$ cat config.mk
export PLATFORM = sky130hd
export DESIGN_NAME = timer_bus_regs
export DESIGN_NICKNAME = d
export VERILOG_FILES = /design/src/rtl/timer_bus_pkg.sv /design/src/rtl/tbr_decode.sv /design/src/rtl/tbr_channel.sv /design/src/rtl/timer_bus_regs.sv
export SDC_FILE = /design/constraint.sdc
export NUM_CORES = 1
export LEC_CHECK = 0
export ABC_AREA = 1
export BUFFER_PORTS_ARGS = -buffer_cell sky130_fd_sc_hd__buf_2
export CORE_MARGIN = 2
export CORE_UTILIZATION = 57
export CTS_BUF_LIST = sky130_fd_sc_hd__clkbuf_16
export CTS_CLUSTER_SIZE = 12
export DETAILED_ROUTE_END_ITERATION = 7
export PLACE_DENSITY = 0.81
export RECOVER_POWER = 25
export SLEW_MARGIN = 20
export SYNTH_ARGS = -nofsm -noshare
export SYNTH_HDL_FRONTEND = slang
export SYNTH_HIERARCHICAL = 1
export SYNTH_SLANG_ARGS = --single-unit
$ cat constraint.sdc
create_clock -name clk -period 2.4 [get_ports clk]
set_clock_uncertainty 0.2 [all_clocks]
set_input_delay 0.6 -clock clk [delete_from_list [all_inputs] [get_ports clk]]
set_output_delay 0.6 -clock clk [all_outputs]
set_load 0.005 [all_outputs]
$ cat src/rtl/timer_bus_pkg.sv
package timer_bus_pkg;

    typedef enum logic [1:0] {
        FMT_SNAP = 2'b00,
        FMT_LO   = 2'b01,
        FMT_HI   = 2'b10,
        FMT_PAIR = 2'b11
    } fmt_e;

    localparam logic [1:0] CFG_ADDR = 2'b11;

    function automatic logic [2:0] fold_mode(input logic [2:0] code);
        return code[1] ? {1'b0, code[1:0]} : code;
    endfunction

endpackage

$ cat src/rtl/tbr_decode.sv
module tbr_decode (
    input  logic       clk,
    input  logic       rst_n,
    input  logic       cs_n,
    input  logic       rd_n,
    input  logic       wr_n,
    input  logic [1:0] addr,
    output logic       cfg_wr_o,
    output logic       dat_wr_o,
    output logic       dat_rd_o
);
    import timer_bus_pkg::*;

    typedef struct packed {
        logic wr_seen;
        logic rd_seen;
    } dec_t;

    dec_t q, d;
    logic wr_act, rd_act, wr_new, rd_new;

    always_comb begin
        wr_act   = !cs_n && !wr_n && rd_n;
        rd_act   = !cs_n && !rd_n && wr_n;
        wr_new   = wr_act && !q.wr_seen;
        rd_new   = rd_act && !q.rd_seen;
        cfg_wr_o = wr_new && (addr == CFG_ADDR);
        dat_wr_o = wr_new && (addr != CFG_ADDR);
        dat_rd_o = rd_new && (addr != CFG_ADDR);
        d.wr_seen = wr_act;
        d.rd_seen = rd_act;
    end

    always_ff @(posedge clk or negedge rst_n) begin
        if (!rst_n) q <= '0;
        else        q <= d;
    end

    // at most one kind of access per cycle, and a held strobe yields one access
    assert_one_access_R11: assert property (@(posedge clk) disable iff (!rst_n)
        $onehot0({cfg_wr_o, dat_wr_o, dat_rd_o}));
    assert_no_repeat_write_R11: assert property (@(posedge clk) disable iff (!rst_n)
        (dat_wr_o || cfg_wr_o) |=> !(dat_wr_o || cfg_wr_o));
    assert_select_needed_R11: assert property (@(posedge clk) disable iff (!rst_n)
        (dat_wr_o || dat_rd_o || cfg_wr_o) |-> !cs_n);

endmodule

$ cat src/rtl/tbr_channel.sv
module tbr_channel #(
    parameter int DATA_W = 8,
    parameter int CNT_W  = 16
) (
    input  logic              clk,
    input  logic              rst_n,
    input  logic              cfg_wr_i,
    input  logic              dat_wr_i,
    input  logic              dat_rd_i,
    input  logic [DATA_W-1:0] din_i,
    input  logic [CNT_W-1:0]  live_i,
    output logic [DATA_W-1:0] rd_byte_o,
    output logic [2:0]        mode_o,
    output logic              bcd_o,
    output logic [1:0]        fmt_o,
    output logic              cfg_stb_o,
    output logic              load_stb_o,
    output logic [CNT_W-1:0]  load_val_o
);
    import timer_bus_pkg::*;

    localparam int HALF = CNT_W / 2;

    typedef struct packed {
        logic [2:0]       mode;
        logic             bcd;
        fmt_e             fmt;
        logic             wr_hi;
        logic             rd_hi;
        logic [HALF-1:0]  lo_part;
        logic             held;
        logic [CNT_W-1:0] snap;
        logic             cfg_stb;
        logic             load_stb;
        logic [CNT_W-1:0] load_val;
    } ch_t;

    ch_t q, d;
    logic [CNT_W-1:0] src;
    logic             rd_last;
    logic             snap_cmd;

    always_comb begin
        src      = q.held ? q.snap : live_i;
        snap_cmd = cfg_wr_i && (din_i[5:4] == FMT_SNAP);
        unique case (q.fmt)
            FMT_HI:   begin rd_byte_o = src[CNT_W-1:HALF]; rd_last = 1'b1;    end
            FMT_PAIR: begin
                rd_byte_o = q.rd_hi ? src[CNT_W-1:HALF] : src[HALF-1:0];
                rd_last   = q.rd_hi;
            end
            default:  begin rd_byte_o = src[HALF-1:0];     rd_last = 1'b1;    end
        endcase

        d          = q;
        d.cfg_stb  = 1'b0;
        d.load_stb = 1'b0;

        if (snap_cmd) begin
            if (!q.held) begin
                d.held = 1'b1;
                d.snap = live_i;
            end
        end else if (cfg_wr_i) begin
            d.mode    = fold_mode(din_i[3:1]);
            d.bcd     = din_i[0];
            d.fmt     = fmt_e'(din_i[5:4]);
            d.wr_hi   = 1'b0;
            d.rd_hi   = 1'b0;
            d.held    = 1'b0;
            d.cfg_stb = 1'b1;
        end else if (dat_wr_i) begin
            unique case (q.fmt)
                FMT_HI: begin
                    d.load_stb = 1'b1;
                    d.load_val = {din_i, {HALF{1'b0}}};
                end
                FMT_PAIR: begin
                    if (q.wr_hi) begin
                        d.load_stb = 1'b1;
                        d.load_val = {din_i, q.lo_part};
                        d.wr_hi    = 1'b0;
                    end else begin
                        d.lo_part = din_i;
                        d.wr_hi   = 1'b1;
                    end
                end
                default: begin
                    d.load_stb = 1'b1;
                    d.load_val = {{HALF{1'b0}}, din_i};
                end
            endcase
        end else if (dat_rd_i) begin
            if (q.fmt == FMT_PAIR) d.rd_hi = !q.rd_hi;
            if (rd_last)           d.held  = 1'b0;
        end

        mode_o     = q.mode;
        bcd_o      = q.bcd;
        fmt_o      = q.fmt;
        cfg_stb_o  = q.cfg_stb;
        load_stb_o = q.load_stb;
        load_val_o = q.load_val;
    end

    always_ff @(posedge clk or negedge rst_n) begin
        if (!rst_n) begin
            q     <= '0;
            q.fmt <= FMT_LO;
        end else begin
            q <= d;
        end
    end

    assert_mode_folded_R2: assert property (@(posedge clk) disable iff (!rst_n)
        !(q.mode[2] && q.mode[1]));
    assert_load_follows_write_R3: assert property (@(posedge clk) disable iff (!rst_n)
        q.load_stb |-> $past(dat_wr_i));
    assert_load_single_cycle_R5: assert property (@(posedge clk) disable iff (!rst_n)
        q.load_stb |=> !q.load_stb);
    assert_snap_kept_R9: assert property (@(posedge clk) disable iff (!rst_n)
        (snap_cmd && q.held) |=> $stable(q.snap));
    assert_snap_keeps_cfg_R10: assert property (@(posedge clk) disable iff (!rst_n)
        snap_cmd |=> ($stable(q.mode) && $stable(q.fmt) && $stable(q.bcd) && !q.cfg_stb));

endmodule

$ cat src/rtl/timer_bus_regs.sv
module timer_bus_regs #(
    parameter int DATA_W = 8,
    parameter int CNT_W  = 16,
    parameter int NUM_CH = 3
) (
    input  logic                     clk,
    input  logic                     rst_n,
    input  logic                     cs_n,
    input  logic                     rd_n,
    input  logic                     wr_n,
    input  logic [1:0]               addr,
    input  logic [DATA_W-1:0]        din,
    output logic [DATA_W-1:0]        dout,
    input  logic [NUM_CH*CNT_W-1:0]  live_cnt,
    output logic [NUM_CH*3-1:0]      cfg_mode,
    output logic [NUM_CH-1:0]        cfg_bcd,
    output logic [NUM_CH*2-1:0]      cfg_fmt,
    output logic [NUM_CH-1:0]        cfg_stb,
    output logic [NUM_CH-1:0]        load_stb,
    output logic [NUM_CH*CNT_W-1:0]  load_val
);
    typedef struct packed {
        logic [DATA_W-1:0] dout;
    } top_t;

    top_t q, d;
    logic cfg_wr, dat_wr, dat_rd;
    logic [DATA_W-1:0] rd_bytes [NUM_CH];

    tbr_decode u_decode (
        .clk      (clk),
        .rst_n    (rst_n),
        .cs_n     (cs_n),
        .rd_n     (rd_n),
        .wr_n     (wr_n),
        .addr     (addr),
        .cfg_wr_o (cfg_wr),
        .dat_wr_o (dat_wr),
        .dat_rd_o (dat_rd)
    );

    for (genvar i = 0; i < NUM_CH; i++) begin : g_ch
        logic hit_cfg, hit_addr;
        assign hit_cfg  = (din[7:6] == 2'(i));
        assign hit_addr = (addr == 2'(i));
        tbr_channel #(.DATA_W(DATA_W), .CNT_W(CNT_W)) u_ch (
            .clk        (clk),
            .rst_n      (rst_n),
            .cfg_wr_i   (cfg_wr && hit_cfg),
            .dat_wr_i   (dat_wr && hit_addr),
            .dat_rd_i   (dat_rd && hit_addr),
            .din_i      (din),
            .live_i     (live_cnt[i*CNT_W +: CNT_W]),
            .rd_byte_o  (rd_bytes[i]),
            .mode_o     (cfg_mode[i*3 +: 3]),
            .bcd_o      (cfg_bcd[i]),
            .fmt_o      (cfg_fmt[i*2 +: 2]),
            .cfg_stb_o  (cfg_stb[i]),
            .load_stb_o (load_stb[i]),
            .load_val_o (load_val[i*CNT_W +: CNT_W])
        );
    end

    always_comb begin
        d = q;
        for (int i = 0; i < NUM_CH; i++) begin
            if (dat_rd && addr == 2'(i)) d.dout = rd_bytes[i];
        end
        dout = q.dout;
    end

    always_ff @(posedge clk or negedge rst_n) begin
        if (!rst_n) q <= '0;
        else        q <= d;
    end

    assert_one_cfg_strobe_R1: assert property (@(posedge clk) disable iff (!rst_n)
        $onehot0(cfg_stb));
    assert_cfg_after_write_R1: assert property (@(posedge clk) disable iff (!rst_n)
        (|cfg_stb) |-> $past(cfg_wr));
    assert_dout_moves_on_read_R7: assert property (@(posedge clk) disable iff (!rst_n)
        !$past(dat_rd) |-> $stable(dout));

endmodule

==> results.toml, run 1 <==
[worst_setup_path]
path_depth = 2
critPathBufInv = 2
crit_end = "cfg_fmt[3]"
cp.required_ps = 1600
r2r-start = "g_ch[2].u_ch/fmt_o[1]"
worstSetupPathType = "reg -> out"
path_max_fanout = 15
crit_family = "flip-flops"
crit_path_end_kind = "primary output"
r2r_cells = 9
r2r_slack_ps = 360
crit_slowest_cell = "dfrtp_1"
worstSetupStartpointType = "flip-flop"
r2r_end = "dout[2]"
cp-startpoint = "g_ch[1].u_ch/fmt_o[1]"
cp_cell_sequence = "buf_4, buf_2"
cp.arrival_ps = 1320
max_stage_delay_ps = 480

[power]
max-vdd-ir-drop_v = 0.0005276
internal_power_mw = 5.018
p_leak_nw = 5.046
clockPowerShare = 0.404
power.density_nw_per_um2 = 725.6
p_switching_mw = 1.890
sequentialPowerShare = 0.459
p_comb_frac = 0.137
p_sw_frac = 0.2736

[synth]
synth.most_common_cell = "nand2_1"
synth-edff-count = 0
synth_area_um2 = 8396
ys.flop_type = "dfrtp_1"
synth_cell_types = 30
syn_inst = 1075
synth_nets = 1138
synth.largest_area_cell = "dfrtp_1"
synthTopCellsByArea = "dfrtp_1, nand2_1, o21ai_0"
ys_warn_count = 6
syn_area_per_cell_um2 = 7.810
yosys_register_bits = 163
async_flop_share = 1.000
synth_commonest_cells = "nand2_1, dfrtp_1, o21ai_0"
synth_top_area_frac = 0.4769
yosysSeqAreaShare = 0.4863

[detailed_routing]
drt_first_iter_violations = 513
viasPerCell = 5.235
ant_nets = 0
wl_per_cell_um = 14.13
dr.pass1.iters = 8
wirelength_um = 19250
dr_total_vias = 7130
drc = 0

[floorplanning]
start_util = 0.5798
die_width_um = 125.4
fp-row-count = 44
die_height_um = 125.4
num_io_pins = 143
design.die.area_um2 = 15720
core-area_um2 = 14480

[finish]
utilization = 0.6575
final_nets = 1228
antenna_cells = 0
instances_no_fill = 1362
area_growth_pct = 13.40
drive_gt1_frac = 0.2131

[timing]
slew-limit-headroom = 0.5390
hold_slack_ps = 149.8
setup_viol_count_final = 0
rsz0062_at_grt = "no"
timing.setup.tns_ps = 0
post-route-period-util = 0.8846
hold_viol = 0
fmax_mhz = 471.0
worst_pin_slew_ps = 691.5
fin_crit_ps = 2123
report.final.slew_viol_count = 0

[flow_run]
cap_violations = 0

[grt]
grt_max_degree = 46
grt.met1_usage = 0.3558
globalRoute.totalOverflow = 0
use_met2 = 0.3932
antenna_found_initial = 0
grt_pass1_wl_um = 32460
grt_busiest_layer = "met2"
grt_usage = 0.2556
met3_usage = 0.06205
first_global_vias = 6694

[placement]
hpwl_um = 13360
globalplace.congestion = 0.8341
port_buffers = 142
dp_cells = 1329

[clocking]
htree_levels = 4
cts_tree = "built"
worst_skew_pair.late_latency_ps = 430
cts-root-buf = "clkbuf_16"
clockBufferDepth = 2
cts_buffers = 17
cts_sinks = 163
post_cts_buffers = 0
path_clk_slew_ps = 60

[hold_path]
hold_class = "in -> reg"

[status]
outcome = "finished clean"
sequential cells by signal (all words and copies together), names as in the netlist:
register              count
g_ch.u_ch/load_val_o     48
u_decode/q                2
g_ch.u_ch/q              81
g_ch.u_ch/bcd_o           3
g_ch.u_ch/mode_o          9
g_ch.u_ch/load_stb_o      3
dout                      8
g_ch.u_ch/fmt_o           6
g_ch.u_ch/cfg_stb_o       3
cell usage in the layout, fill, tap and decap left out, drive strengths merged:
master	n
o22ai	16
dfstp	3
nand3	23
nor3b	3
nor2	40
o21a	2
clkbuf	19
nand3b	3
dlygate4sd3	1
buf	175
clkinv	6
bufinv	3
a21oi	1
nand4	18
nand2	416
dfrtp	160
nor3	3
o21ai	179
inv	106
clkinvlp	1
through the flow:
| step | setup slack, ps | cell area [um2] | total power, mW |
|---|---|---|---|
| 2_1_floorplan | 48.61 | 8401 | 3.868 |
| 3_3_place_gp | 11.82 | 8924 | 4.135 |
| 3_5_place_dp | -13.48 | 8924 | 4.162 |
| 4_1_cts | 278.9 | 9537 | 6.948 |
| 5_1_grt | 189.4 | 9520 | 7.241 |
| 6_report | 277.0 | 9520 | 6.908 |
cells by family after synthesis:
kind of cell | count (synthesis) | share of synthesized area
buffers and inverters | 208 | 0.1362
AOI/OAI and AO/OA | 198 | 0.1277
DFF | 163 | 0.4863
and+or+nand+nor | 506 | 0.2498
what timing repair did:
action	4_1_cts	5_1_grt
gates resized for setup	0	0
hold buffers	1	0
endpoints found under the hold margin	40	0
routing by layer:
metal | wire length, um | part of all wire | up-vias
li1 | - | - | 3522
met1 | 8682 | 0.45 | 3320
met2 | 8907 | 0.46 | 256
met3 | 1171 | 0.061 | 32
met4 | 486 | 0.025 | 0
met5 | 0 | 0 | -
power groups by stage:
stage | Combinational, mW | Sequential [mW] | Clock, mW
finish | 0.949 | 3.17 | 2.79
global route | 1.09 | 3.20 | 2.96
global placement | 0.928 | 3.21 | 0
detailed placement | 0.951 | 3.21 | 0
CTS | 0.961 | 3.17 | 2.82
floorplan | 0.714 | 3.15 | 0
final cells by class:
| cell class | count | area (um2) |
|---|---|---|
| clock buffer | 17 | 425.4 |
| clock inverter | 15 | 177.7 |
| fill | 1232 | 4959 |
| inverter | 101 | 381.6 |
| multi-input combinational | 704 | 3174 |
| sequential | 163 | 4083 |
| tap | 184 | 230.2 |
| timing repair buffer | 178 | 1049 |
worst reg2reg max path: cells and delay by family, from the launching register on:
family / cells / cell delay, ps
compound gates: 1 / 280
buf+inv: 2 / 340
simple gates: 6 / 520
flops: 1 / 600
worst min path at each step:
stage / start / endpoint / cells after the start
6_report: wr_n / u_decode/q[1] / 2
5_1_grt: wr_n / u_decode/q[1] / 2
4_1_cts: wr_n / u_decode/q[1] / 2
3_5_place_dp: g_ch[2].u_ch/load_val_o[8] / g_ch[2].u_ch/load_val_o[8] / 2
3_3_place_gp: g_ch[2].u_ch/load_val_o[8] / g_ch[2].u_ch/load_val_o[8] / 2
2_1_floorplan: rst_n / dout[0] / 0
Note: power is estimated with default switching activity, not from simulation.
==> run 2: changes to the inputs <==
CORE_UTILIZATION = 61   (was 57)
PLACE_DENSITY = 0.86   (was 0.81)
clock period = 2.55 ns   (was 2.4 ns; I/O delays follow)
==> run 2 against run 1 <==
  * Highest routed layer unchanged
  * Critical endpoint is now dout[0]
  * Routed wire length up 1.9%
  * First-iteration DRC count up 17%
  * Sequential power down 6%
==> results.toml, run 2 (synthesis results as in run 1) <==
[timing]
hold_viol = 0
timing.setup.tns_ps = 0
fin_crit_ps = 2114
report.final.slew_viol_count = 0
worst_pin_slew_ps = 691.8
post-route-period-util = 0.8291
setup_viol_count_final = 0
rsz0062_at_grt = "no"
timing.final.ws_setup_ps = 435.8
slew-limit-headroom = 0.5388
fmax_mhz = 473.0
hold_slack_ps = 199.5

[worst_setup_path]
crit_path_end_kind = "flip-flop"
worstSetupStartpointType = "flip-flop"
cp.arrival_ps = 2220
path_max_fanout = 19
worstSetupPathType = "reg -> reg"
cp.required_ps = 2660
r2r_cells = 9

[finish]
fillers = 1119
final_area_um2 = 9371
layout_commonest_cell = "nand2_1"
final_nets = 1220
largest_reg_flops = 81
layout.cells.most_common_list = "nand2_1, dfrtp_1, o21ai_0"
area_growth_pct = 11.62
drive_gt1_frac = 0.2027
multi_input_area_um2 = 3169
top_register = "g_ch.u_ch/q"
utilization = 0.7021
antenna_cells = 0
seq_area_um2 = 4083
instances_no_fill = 1345

[power]
p_leak_nw = 4.966
max-vdd-ir-drop_v = 0.0003895
fin_total_pwr_mw = 6.289
power.density_nw_per_um2 = 671.1

[grt]
grt_usage = 0.2790
globalRoute.totalOverflow = 0
grt_max_degree = 53
first_global_vias = 6714
grt_pass1_wl_um = 32370
antenna_found_initial = 0

[detailed_routing]
drt_first_iter_violations = 602
dr.pass1.iters = 6
wl_per_cell_um = 14.58
dr_total_vias = 7168
ant_nets = 0
wirelength_um = 19600
drc = 0
viasPerCell = 5.329

[clocking]
worst_skew_pair.late_latency_ps = 430
cts_sinks = 163
clockBufferDepth = 2
cts-root-buf = "clkbuf_16"
cts_buffers = 17
htree_levels = 4
cts-resized-gates = 0
path_clk_slew_ps = 60
cts_tree = "built"

[status]
outcome = "finished clean"

[floorplanning]
start_util = 0.6290
design.die.area_um2 = 14720
core-area_um2 = 13350
die_height_um = 121.3
fp-row-count = 42
num_io_pins = 143
die_width_um = 121.3

[hold_path]
hold-path-cell-count = 2
hold_class = "in -> reg"

[placement]
dpl_cell_area_um2 = 8836
globalplace.congestion = 0.8225
dp_slack_ps = 37.51
port_buffers = 142
hpwl_um = 13270
dp_cells = 1313

[flow_run]
cap_violations = 0
## run 2: cell types whose count changed in the layout (fill, tap and decap cells not counted), sizes merged
cell,delta
clkinv,-3
buf,-9
clkinvlp,+4
bufinv,-1
clkbuf,+1
inv,-1
## run 2: layout make-up
| cell class | count | area share |
|---|---|---|
| clock buffer | 17 | 0.04539 |
| clock inverter | 14 | 0.01348 |
| inverter | 101 | 0.04072 |
| multi-input combinational | 704 | 0.3382 |
| sequential | 163 | 0.4356 |
| tap | 176 | 0.02350 |
| timing repair buffer | 170 | 0.1031 |
## run 2: metal layers
metal	vias up	GRT usage	wire, um
met2	296	0.4526	9583
met1	3331	0.3757	8250
li1	3503	-	-
met3	38	0.05451	1330
met5	-	0	0
met4	0	0.09986	440
## run 2: repair_timing
item	CTS	global route
setup buffers	0	0
endpoints found under the hold margin	41	0
hold buffers	1	0
## run 2: critical path: stages, from the launching register on
cell,delay [ps]
dfrtp_1,710
inv_1,350
nand2_1,120
o21ai_0,90
nand2_1,80
o21ai_0,120
nand2_1,110
nand3_1,90
nand2_1,70
nand2_1,50
## run 2: report_power, final
group	switching [mW]	internal (mW)	total, mW
registers	0.159	2.82	2.98
logic	0.546	0.343	0.889
clock network	1.01	1.41	2.42
## run 2: worst paths after layout
check	from	end	slack, ps
setup / recovery	g_ch[0].u_ch/q[34]	dout[0]	440
hold / removal	wr_n	u_decode/q[1]	200
setup reg to reg	g_ch[0].u_ch/q[34]	dout[0]	440
hold reg to reg	g_ch[2].u_ch/load_val_o[4]	g_ch[2].u_ch/load_val_o[4]	270
max in group asynchronous	rst_n	g_ch[0].u_ch/q[39]	570
min in group asynchronous	rst_n	g_ch[2].u_ch/load_val_o[11]	500
